[src/rtl/dma_chan_pkg.sv]
package dma_chan_pkg;

  typedef enum logic [1:0] {
    SEL_ADDR = 2'd0,
    SEL_CNT  = 2'd1,
    SEL_PAGE = 2'd2,
    SEL_MODE = 2'd3
  } regSel_e;

  typedef struct packed {
    logic ldAddrLo;
    logic ldAddrHi;
    logic ldCntLo;
    logic ldCntHi;
    logic ldPage;
    logic step;
    logic reload;
    logic decrement;
  } ctlStrobes_t;

endpackage

[src/rtl/dma_chan_ctrl.sv]
module dma_chan_ctrl
  import dma_chan_pkg::*;
(
  input  logic        clk,
  input  logic        rst_n,
  input  logic        wrEn,
  input  logic [1:0]  wrSel,
  input  logic [3:0]  modeBits,
  input  logic        ptrClr,
  input  logic        xferAck,
  input  logic        cntZero,
  output ctlStrobes_t strb,
  output logic        dirToMem,
  output logic        dirToPeriph,
  output logic        tcPulse,
  output logic        done
);

  logic       bytePtr;
  logic       autoInit;
  logic       decMode;
  logic [1:0] dirCode;
  logic       regWr;
  logic       ldAny;
  logic       accept;
  logic       termHit;

  assign regWr   = wrEn;
  assign ldAny   = wrEn && (wrSel == SEL_ADDR || wrSel == SEL_CNT);
  assign accept  = xferAck && !wrEn && !done;
  assign termHit = accept && cntZero;

  always_comb begin
    strb           = '0;
    strb.ldAddrLo  = regWr && wrSel == SEL_ADDR && !bytePtr;
    strb.ldAddrHi  = regWr && wrSel == SEL_ADDR && bytePtr;
    strb.ldCntLo   = regWr && wrSel == SEL_CNT && !bytePtr;
    strb.ldCntHi   = regWr && wrSel == SEL_CNT && bytePtr;
    strb.ldPage    = regWr && wrSel == SEL_PAGE;
    strb.step      = accept;
    strb.reload    = termHit && autoInit;
    strb.decrement = decMode;
  end

  always_ff @(posedge clk) begin
    if (!rst_n) begin
      bytePtr  <= 1'b0;
      autoInit <= 1'b0;
      decMode  <= 1'b0;
      dirCode  <= 2'b00;
      done     <= 1'b0;
      tcPulse  <= 1'b0;
    end else begin
      if (ptrClr)     bytePtr <= 1'b0;
      else if (ldAny) bytePtr <= ~bytePtr;
      if (regWr && wrSel == SEL_MODE) begin
        dirCode  <= modeBits[1:0];
        autoInit <= modeBits[2];
        decMode  <= modeBits[3];
      end
      if (ldAny)                     done <= 1'b0;
      else if (termHit && !autoInit) done <= 1'b1;
      tcPulse <= termHit;
    end
  end

  assign dirToMem    = (dirCode == 2'b01);
  assign dirToPeriph = (dirCode == 2'b10);

  p_done_from_tc_r8: assert property (@(posedge clk) disable iff (!rst_n)
    $rose(done) |-> tcPulse);
  p_done_sticky_r8: assert property (@(posedge clk) disable iff (!rst_n)
    (done && !ldAny) |=> done);
  p_write_blocks_step_r10: assert property (@(posedge clk) disable iff (!rst_n)
    wrEn |-> !strb.step);

endmodule

[src/rtl/dma_chan_datapath.sv]
module dma_chan_datapath
  import dma_chan_pkg::*;
#(
  parameter int BYTE_W    = 8,
  parameter int PAGE_W    = 8,
  parameter bit WORD_CHAN = 1'b0,
  localparam int REG_W    = 2 * BYTE_W,
  localparam int PHYS_W   = PAGE_W + REG_W
) (
  input  logic              clk,
  input  logic              rst_n,
  input  ctlStrobes_t       strb,
  input  logic [BYTE_W-1:0] wrData,
  output logic              cntZero,
  output logic [PHYS_W-1:0] physAddr,
  output logic [REG_W-1:0]  residue
);

  logic [REG_W-1:0]  baseAddr, curAddr;
  logic [REG_W-1:0]  baseCnt, curCnt;
  logic [PAGE_W-1:0] pageReg;
  logic [REG_W-1:0]  nextAddr;

  assign nextAddr = strb.decrement ? curAddr - 1'b1 : curAddr + 1'b1;
  assign cntZero  = (curCnt == '0);
  assign residue  = curCnt;

  always_ff @(posedge clk) begin
    if (!rst_n) begin
      baseAddr <= '0;
      curAddr  <= '0;
      baseCnt  <= '0;
      curCnt   <= '0;
      pageReg  <= '0;
    end else begin
      if (strb.ldAddrLo) begin
        baseAddr[BYTE_W-1:0] <= wrData;
        curAddr[BYTE_W-1:0]  <= wrData;
      end
      if (strb.ldAddrHi) begin
        baseAddr[REG_W-1:BYTE_W] <= wrData;
        curAddr[REG_W-1:BYTE_W]  <= wrData;
      end
      if (strb.ldCntLo) begin
        baseCnt[BYTE_W-1:0] <= wrData;
        curCnt[BYTE_W-1:0]  <= wrData;
      end
      if (strb.ldCntHi) begin
        baseCnt[REG_W-1:BYTE_W] <= wrData;
        curCnt[REG_W-1:BYTE_W]  <= wrData;
      end
      if (strb.ldPage) pageReg <= wrData[PAGE_W-1:0];
      if (strb.reload) begin
        curAddr <= baseAddr;
        curCnt  <= baseCnt;
      end else if (strb.step) begin
        curAddr <= nextAddr;
        curCnt  <= curCnt - 1'b1;
      end
    end
  end

  generate
    if (WORD_CHAN) begin : g_word
      logic pageLsbUnused;
      assign pageLsbUnused = pageReg[0];
      assign physAddr = {pageReg[PAGE_W-1:1], curAddr, 1'b0};
    end else begin : g_byte
      assign physAddr = {pageReg, curAddr};
    end
  endgenerate

  p_page_hold_r5: assert property (@(posedge clk) disable iff (!rst_n)
    (strb.step && !strb.ldPage) |=> $stable(pageReg));
  p_addr_step_r5: assert property (@(posedge clk) disable iff (!rst_n)
    (strb.step && !strb.reload && !strb.decrement) |=> curAddr == $past(curAddr) + 1'b1);
  p_cnt_step_r6: assert property (@(posedge clk) disable iff (!rst_n)
    (strb.step && !strb.reload) |=> curCnt == $past(curCnt) - 1'b1);
  p_reload_r7: assert property (@(posedge clk) disable iff (!rst_n)
    strb.reload |=> (curCnt == baseCnt && curAddr == baseAddr));

endmodule

[src/rtl/dma_chan_engine.sv]
module dma_chan_engine
  import dma_chan_pkg::*;
#(
  parameter bit WORD_CHAN = 1'b0
) (
  input  logic        clk,
  input  logic        rst_n,
  input  logic        wrEn,
  input  logic [1:0]  wrSel,
  input  logic [7:0]  wrData,
  input  logic        ptrClr,
  input  logic        xferAck,
  output logic [23:0] physAddr,
  output logic [15:0] residue,
  output logic        dirToMem,
  output logic        dirToPeriph,
  output logic        tcPulse,
  output logic        done
);

  ctlStrobes_t strb;
  logic        cntZero;

  dma_chan_ctrl u_ctrl (
    .clk         (clk),
    .rst_n       (rst_n),
    .wrEn        (wrEn),
    .wrSel       (wrSel),
    .modeBits    (wrData[5:2]),
    .ptrClr      (ptrClr),
    .xferAck     (xferAck),
    .cntZero     (cntZero),
    .strb        (strb),
    .dirToMem    (dirToMem),
    .dirToPeriph (dirToPeriph),
    .tcPulse     (tcPulse),
    .done        (done)
  );

  dma_chan_datapath #(
    .BYTE_W    (8),
    .PAGE_W    (8),
    .WORD_CHAN (WORD_CHAN)
  ) u_dp (
    .clk      (clk),
    .rst_n    (rst_n),
    .strb     (strb),
    .wrData   (wrData),
    .cntZero  (cntZero),
    .physAddr (physAddr),
    .residue  (residue)
  );

  p_tc_residue_r6: assert property (@(posedge clk) disable iff (!rst_n)
    (tcPulse && !$past(wrEn)) |-> (residue == 16'hFFFF || !done));

endmodule

[config.mk]
export PLATFORM = sky130hd
export DESIGN_NAME = dma_chan_engine
export DESIGN_NICKNAME = d
export VERILOG_FILES = /design/src/rtl/dma_chan_pkg.sv /design/src/rtl/dma_chan_ctrl.sv /design/src/rtl/dma_chan_datapath.sv /design/src/rtl/dma_chan_engine.sv
export SDC_FILE = /design/constraint.sdc
export NUM_CORES = 1
export LEC_CHECK = 0
export BUFFER_PORTS_ARGS = -buffer_cell sky130_fd_sc_hd__buf_2
export CAP_MARGIN = 20
export CELL_PAD_IN_SITES_DETAIL_PLACEMENT = 1
export CELL_PAD_IN_SITES_GLOBAL_PLACEMENT = 2
export CORE_UTILIZATION = 30
export DETAILED_ROUTE_END_ITERATION = 10
export GPL_TIMING_DRIVEN = 0
export PLACE_DENSITY_LB_ADDON = 0.05
export SLEW_MARGIN = 20
export SYNTH_ARGS = -nofsm -noshare
export SYNTH_HDL_FRONTEND = slang
export SYNTH_HIERARCHICAL = 1
export SYNTH_SLANG_ARGS = --single-unit
export TNS_END_PERCENT = 30
[constraint.sdc]
create_clock -name clk -period 6.75 [get_ports clk]
set_clock_uncertainty 0.05 [all_clocks]
set_input_delay 0 -clock clk [delete_from_list [all_inputs] [get_ports clk]]
set_output_delay 0 -clock clk [all_outputs]
set_load 0.01 [all_outputs]
==> results.yml, run 1 <==
run_status:
  status: "complete, no violations"
clock_network:
  cts.path.max_buffers: 2
  cts_tree: "yes"
  path_clk_slew_ns: 0.06
  htree_levels: 3
  clock_latency_ns: 0.34
  cts-root-buf: "clkbuf_16"
  cts_sinks: 79
  cts_resized: 0
  cts-buffers-inserted: 9
pwr:
  ir_drop_uv: 117
  p_leak_nw: 2.13
  power_mw: 1.23
  cellPowerDensity_nw_per_um2: 229
drt:
  drtIter0Drc: 233
  wirelength_mm: 16.3
  ant_nets: 0
  num_vias: 4300
  drtPass1Iterations: 4
  route.detailed.drc: 0
  wl_per_cell_um: 20.1
  vias_per_cell: 5.29
global_routing:
  first_global_vias: 4346
  antenna_found_initial: 0
  grt_max_degree: 17
  track_usage_pct: 22.7
  grt_pass1_wl_mm: 25.3
  grt-ovfl-total: 0
logic_synthesis:
  async_flop_share_pct: 0
  synth_area_um2: 4460
  syn_area_per_cell_um2: 8.12
  synth-seq-cells: 79
  syn-instance-count: 549
  ys_types: 61
  ys_dominant_reg_cell: "dfxtp_1"
  synth-edff-count: 0
  syn-num-nets: 581
  synth_seq_area_share_pct: 35.5
  yosysWarnings: 6
cells_and_area:
  final_cells: 813
  fillers: 1766
  drive_above_1_share_pct: 14.3
  antenna_cells: 0
  final_cell_mix: "dfxtp_1, nor2_1, buf_2, a21oi_1, nand2_1"
  final_nets: 656
  area_growth_pct: 20.0
  mostFrequentLayoutCell: "dfxtp_1"
sta:
  finalHoldViolations: 0
  fmax_mhz: 255
  rsz0062_at_grt: "false"
  finalSetupViolations: 0
  tightest_slew_ns: 1.07
  holdWs_ns: 0.0365
  tns_ns: 0
  drv_slew: 0
  period_needed_ns: 3.92
  fin_crit_sh_pct: 58.1
  slew_headroom_pct: 27.8
setup_path:
  required_ns: 6.95
  cp-end-kind: "register"
  start_kind: "register"
  cp_data_arrival_time_ns: 4.12
  slowest_delay_ns: 0.59
  cp_common_cell: "clkbuf_1"
  crit_chain: "or4_4, or3_4, nor4_1, and3_1, clkbuf_1, clkbuf_1, clkbuf_4, nand3_1, o31ai_1"
  path_max_fanout: 10
  path_class: "register to register"
  cp_slowest_cell: "or4_4"
job:
  cap_viol_max_count: 0
place:
  dp_cells: 789
  place_hpwl_mm: 11.8
  io_buffers: 56
  routabilityCongestion: 0.808
floorplanning:
  pin_count: 59
  start_util_pct: 30.7
  fp.dieH_um: 124
  core_um2: 14500
  die-area_um2: 15400
  chipWidth_um: 124
  rows: 44
worst_hold_path:
  hold_path_class: "input port to register"
-- power by group --
part,total (mW),switching (mW),internal (mW)
sequential,0.509,0.0217,0.488
clock,0.502,0.207,0.295
combinational,0.214,0.134,0.0804
-- per-stage QoR --
stage                     utilization, %  setup WS [ns]  instance area [um^2]
after global routing                36.8           2.56                  5350
after global placement              34.2           2.92                  4970
after CTS                           36.8           2.86                  5350
final                               36.8           2.83                  5350
after detailed placement            34.2           2.89                  4970
after floorplan                        -           3.87                  4460
-- what timing repair did --
action	4_1_cts	5_1_grt
hold endpoints to repair	9	0
setup buffers	0	0
hold buffers	8	0
-- cell usage after synthesis (4+ instances only) --
cell type	instances	area, um^2
nor3_1	11	55.1
and3_1	4	25.0
nor2_1	71	267
xnor2_1	8	70.1
o21ai_0	38	190
a311oi_1	5	43.8
nor2b_1	9	56.3
nand2_1	45	169
ha_1	16	200
o21a_1	4	30.0
nand2b_1	7	43.8
or3_1	6	37.5
clkbuf_1	23	86.3
a31oi_1	8	50.1
nor3b_1	5	37.5
inv_1	9	33.8
a21oi_1	50	250
dfxtp_1	79	1580
mux2i_1	40	400
o31ai_1	5	37.5
xor2_1	6	52.6
buf_1	6	22.5
nand3_1	21	105
nor4_1	5	31.3
a211oi_1	18	135
-- path summary, 6_finish.rpt --
kind                          start                end  slack (ns)  depth (start not counted)
setup / recovery    u_dp/residue[7]    u_dp/curAddr[5]        2.83                          9
hold / removal            wrData[1]   u_dp/baseAddr[9]        0.04                          3
setup reg to reg    u_dp/residue[7]    u_dp/curAddr[5]        2.83                          9
hold reg to reg   u_dp/baseAddr[13]  u_dp/baseAddr[13]        0.43                          2
-- cell type report --
| class | count | area, um^2 | area share [%] |
|---|---|---|---|
| plain buffers | 38 | 195 | 3.65 |
| clock buffers | 10 | 239 | 4.47 |
| clock inverters | 6 | 60.1 | 1.12 |
| inverters | 9 | 33.8 | 0.632 |
| multi-input cells | 423 | 2650 | 49.5 |
| flip-flops and latches | 79 | 1580 | 29.6 |
| well taps | 184 | 230 | 4.31 |
| repair buffers | 64 | 360 | 6.74 |
-- worst max-delay path, delay by kind of cell (launching register included) --
| family | cells | cell delay (ns) |
|---|---|---|
| buffers and inverters | 3 | 1.32 |
| flip-flops | 1 | 0.39 |
| AO/OA/AOI/OAI | 1 | 0.09 |
| AND/OR/NAND/NOR | 5 | 1.98 |
-- routing by layer --
metal,track usage (%),part of all wire (%)
met1,31.7,50
met2,36.6,46
met3,2.75,3.5
met4,6.10,0.37
met5,0,0
-- state kept, by name (all words and copies together), names as in the netlist --
| signal | count |
|---|---|
| u_ctrl/tcPulse | 1 |
| u_ctrl/autoInit | 1 |
| u_dp/baseAddr | 16 |
| u_dp/baseCnt | 16 |
| u_dp/pageReg | 8 |
| u_ctrl/bytePtr | 1 |
| u_ctrl/decMode | 1 |
| u_dp/residue | 16 |
| u_ctrl/dirCode | 2 |
| u_dp/curAddr | 16 |
| u_ctrl/done | 1 |
-- cell families after synthesis --
group / count (synthesis) / synth area share (%)
adders and majority gates: 17 / 4.94
DFF: 79 / 35.5
buffers and inverters: 47 / 5.14
AOI/OAI and AO/OA: 152 / 20.9
and+or+nand+nor: 199 / 21.6
xor gates and xnor gates: 14 / 2.75
muxes: 41 / 9.23
Power figures use the tool's default switching activity.
==> inputs of run 2 (changes only) <==
==> constraint.sdc (replaced) <==
create_clock -name clk -period 3.7 [get_ports clk]
set_clock_uncertainty 0.05 [all_clocks]
set_input_delay 0 -clock clk [delete_from_list [all_inputs] [get_ports clk]]
set_output_delay 0 -clock clk [all_outputs]
set_load 0.01 [all_outputs]
==> run 2 against run 1 <==
  * Critical path depth up 2
  * Largest cell class unchanged
  * Sequential share of layout area fell by 0.055 points
  * Clock power increased by 82%
  * Non-clock buffer count unchanged
  * Highest routed layer unchanged
  * Cell count unchanged
  * Routed wire length down 0.23%
==> results.yml, run 2 (synthesis gave the netlist of run 1 again) <==
place:
  io_buffers: 56
  routabilityCongestion: 0.808
  preCtsSetupSlack_ns: -0.165
  place_hpwl_mm: 11.8
setup_path:
  path_buf_inv: 1
  start_kind: "register"
  critPathTopFamily: "simple AND/OR/NAND/NOR gates"
  r2r_end: "u_dp/curAddr[9]"
  required_ns: 3.92
  path_class: "register to register"
  reg2reg_from: "u_dp/residue[7]"
  cp_slowest_cell: "or4_4"
  cp-end-kind: "register"
  crit_chain: "or4_4, or3_4, nor4_2, and3_1, clkbuf_2, nor2_1, nand2_1, o211ai_1, a211oi_1, a31oi_1, o211ai_1"
  reg2reg_slack_ns: 0.34
  cp_common_cell: "o211ai_1"
  path_max_fanout: 10
  reg2reg_depth: 11
  slowest_delay_ns: 0.59
  cp_data_arrival_time_ns: 3.57
floorplanning:
  start_util_pct: 30.7
  fp.dieH_um: 124
  core_um2: 14500
  pin_count: 59
  rows: 44
  chipWidth_um: 124
  die-area_um2: 15400
global_routing:
  first_global_vias: 4344
  antenna_found_initial: 0
  grt-ovfl-total: 0
  grt_max_degree: 17
  track_usage_pct: 22.7
  grt_pass1_wl_mm: 25.3
sta:
  period_needed_ns: 3.36
  rsz0062_at_grt: "false"
  drv_slew: 0
  finalSetupViolations: 0
  fin_crit_sh_pct: 90.7
  fmax_mhz: 298
  slew_headroom_pct: 29.1
  post-route-worst-setup-slack_ns: 0.343
  tns_ns: 0
  finalHoldViolations: 0
  tightest_slew_ns: 1.06
worst_hold_path:
  min_delay_path_depth: 3
  hold_path_end: "u_dp/baseAddr[9]"
  hold_path_class: "input port to register"
  min-delay-start: "wrData[1]"
clock_network:
  clock_latency_ns: 0.35
  path_clk_slew_ns: 0.07
  cts_sinks: 79
  cts-root-buf: "clkbuf_16"
  htree_levels: 3
  cts.path.max_buffers: 2
  cts_tree: "yes"
  cts_setup_buffers: 0
  cts-buffers-inserted: 9
run_status:
  status: "complete, no violations"
drt:
  ant_nets: 0
  route.detailed.drc: 0
  dr.max_layer_used: "met4"
  drtIter0Drc: 199
  route.met3.wl_um: 757
  num_vias: 4315
  wl_met1_mm: 7.91
  wl_met2_mm: 7.54
  drtPass1Iterations: 4
  wirelength_mm: 16.3
  vias_per_cell: 5.31
  wl_per_cell_um: 20.0
cells_and_area:
  area_growth_pct: 20.2
  mostFrequentLayoutCell: "dfxtp_1"
  final_cell_mix: "dfxtp_1, nor2_1, buf_2, a21oi_1, nand2_1"
  drive_above_1_share_pct: 14.9
  antenna_cells: 0
  final_nets: 656
job:
  cap_viol_max_count: 0
pwr:
  ir_drop_uv: 214
  cellPowerDensity_nw_per_um2: 417
  p_leak_nw: 2.14
-- run 2: cell count changes in the layout (fill, tap and decap cells not counted), sizes merged --
cell,change
buf,+1
clkbuf,-1
-- run 2: worst register-to-register path, delay by kind of cell (launching register included) --
kind / cells / cell delay, ns
flops: 1 / 0.39
simple gates: 6 / 1.95
compound gates: 4 / 0.62
buf+inv: 1 / 0.26
-- run 2: layer usage --
layer	vias up	track usage, %
met5	-	0
met4	0	6.10
met3	4	2.75
met2	76	36.6
met1	2108	31.7
li1	2127	-
-- run 2: stage by stage --
step,cell area (um^2),hold slack [ns],std cells,util [%],power [mW]
finish,5360,0.0385,813,36.9,2.23
detailed placement,4970,0.133,789,34.2,1.33
CTS,5350,0.0202,813,36.8,2.27
floorplan,4460,0.0195,549,-,1.19
global placement,4970,0.134,789,34.2,1.33
global route,5360,0.0472,813,36.9,2.35
-- run 2: power breakdown --
| group | internal [mW] | leakage, nW | total (mW) | switching, mW |
|---|---|---|---|---|
| Combinational | 0.147 | 1.36 | 0.389 | 0.242 |
| Sequential | 0.890 | 0.644 | 0.929 | 0.0396 |
| Clock | 0.538 | 0.144 | 0.916 | 0.378 |
| Total | 1.57 | 2.14 | 2.23 | 0.660 |
-- run 2: layout make-up --
| cell class | count | area (um^2) |
|---|---|---|
| buffer | 38 | 199 |
| clock buffer | 10 | 239 |
| clock inverter | 6 | 60.1 |
| fill | 1766 | 9180 |
| inverter | 9 | 33.8 |
| multi-input combinational | 423 | 2650 |
| sequential | 79 | 1580 |
| tap | 184 | 230 |
| timing repair buffer | 64 | 360 |
-- run 2: timing repair --
action / 4_1_cts / 5_1_grt
resized for setup: 1 / 6
hold buffers: 8 / 0
hold endpoints to repair: 9 / 0
endpoints found under the setup margin: 15 / 28
-- run 2: worst max path at each step --
stage	endpoint	cells after the start	startpoint
after detailed placement	u_dp/curAddr[4]	9	u_dp/residue[7]
after CTS	u_dp/curAddr[9]	11	u_dp/residue[7]
after global routing	u_dp/residue[0]	9	u_dp/residue[7]
after floorplan	u_dp/curAddr[9]	11	u_dp/residue[7]
after global placement	u_dp/curAddr[8]	9	u_dp/residue[7]
final	u_dp/curAddr[9]	11	u_dp/residue[7]
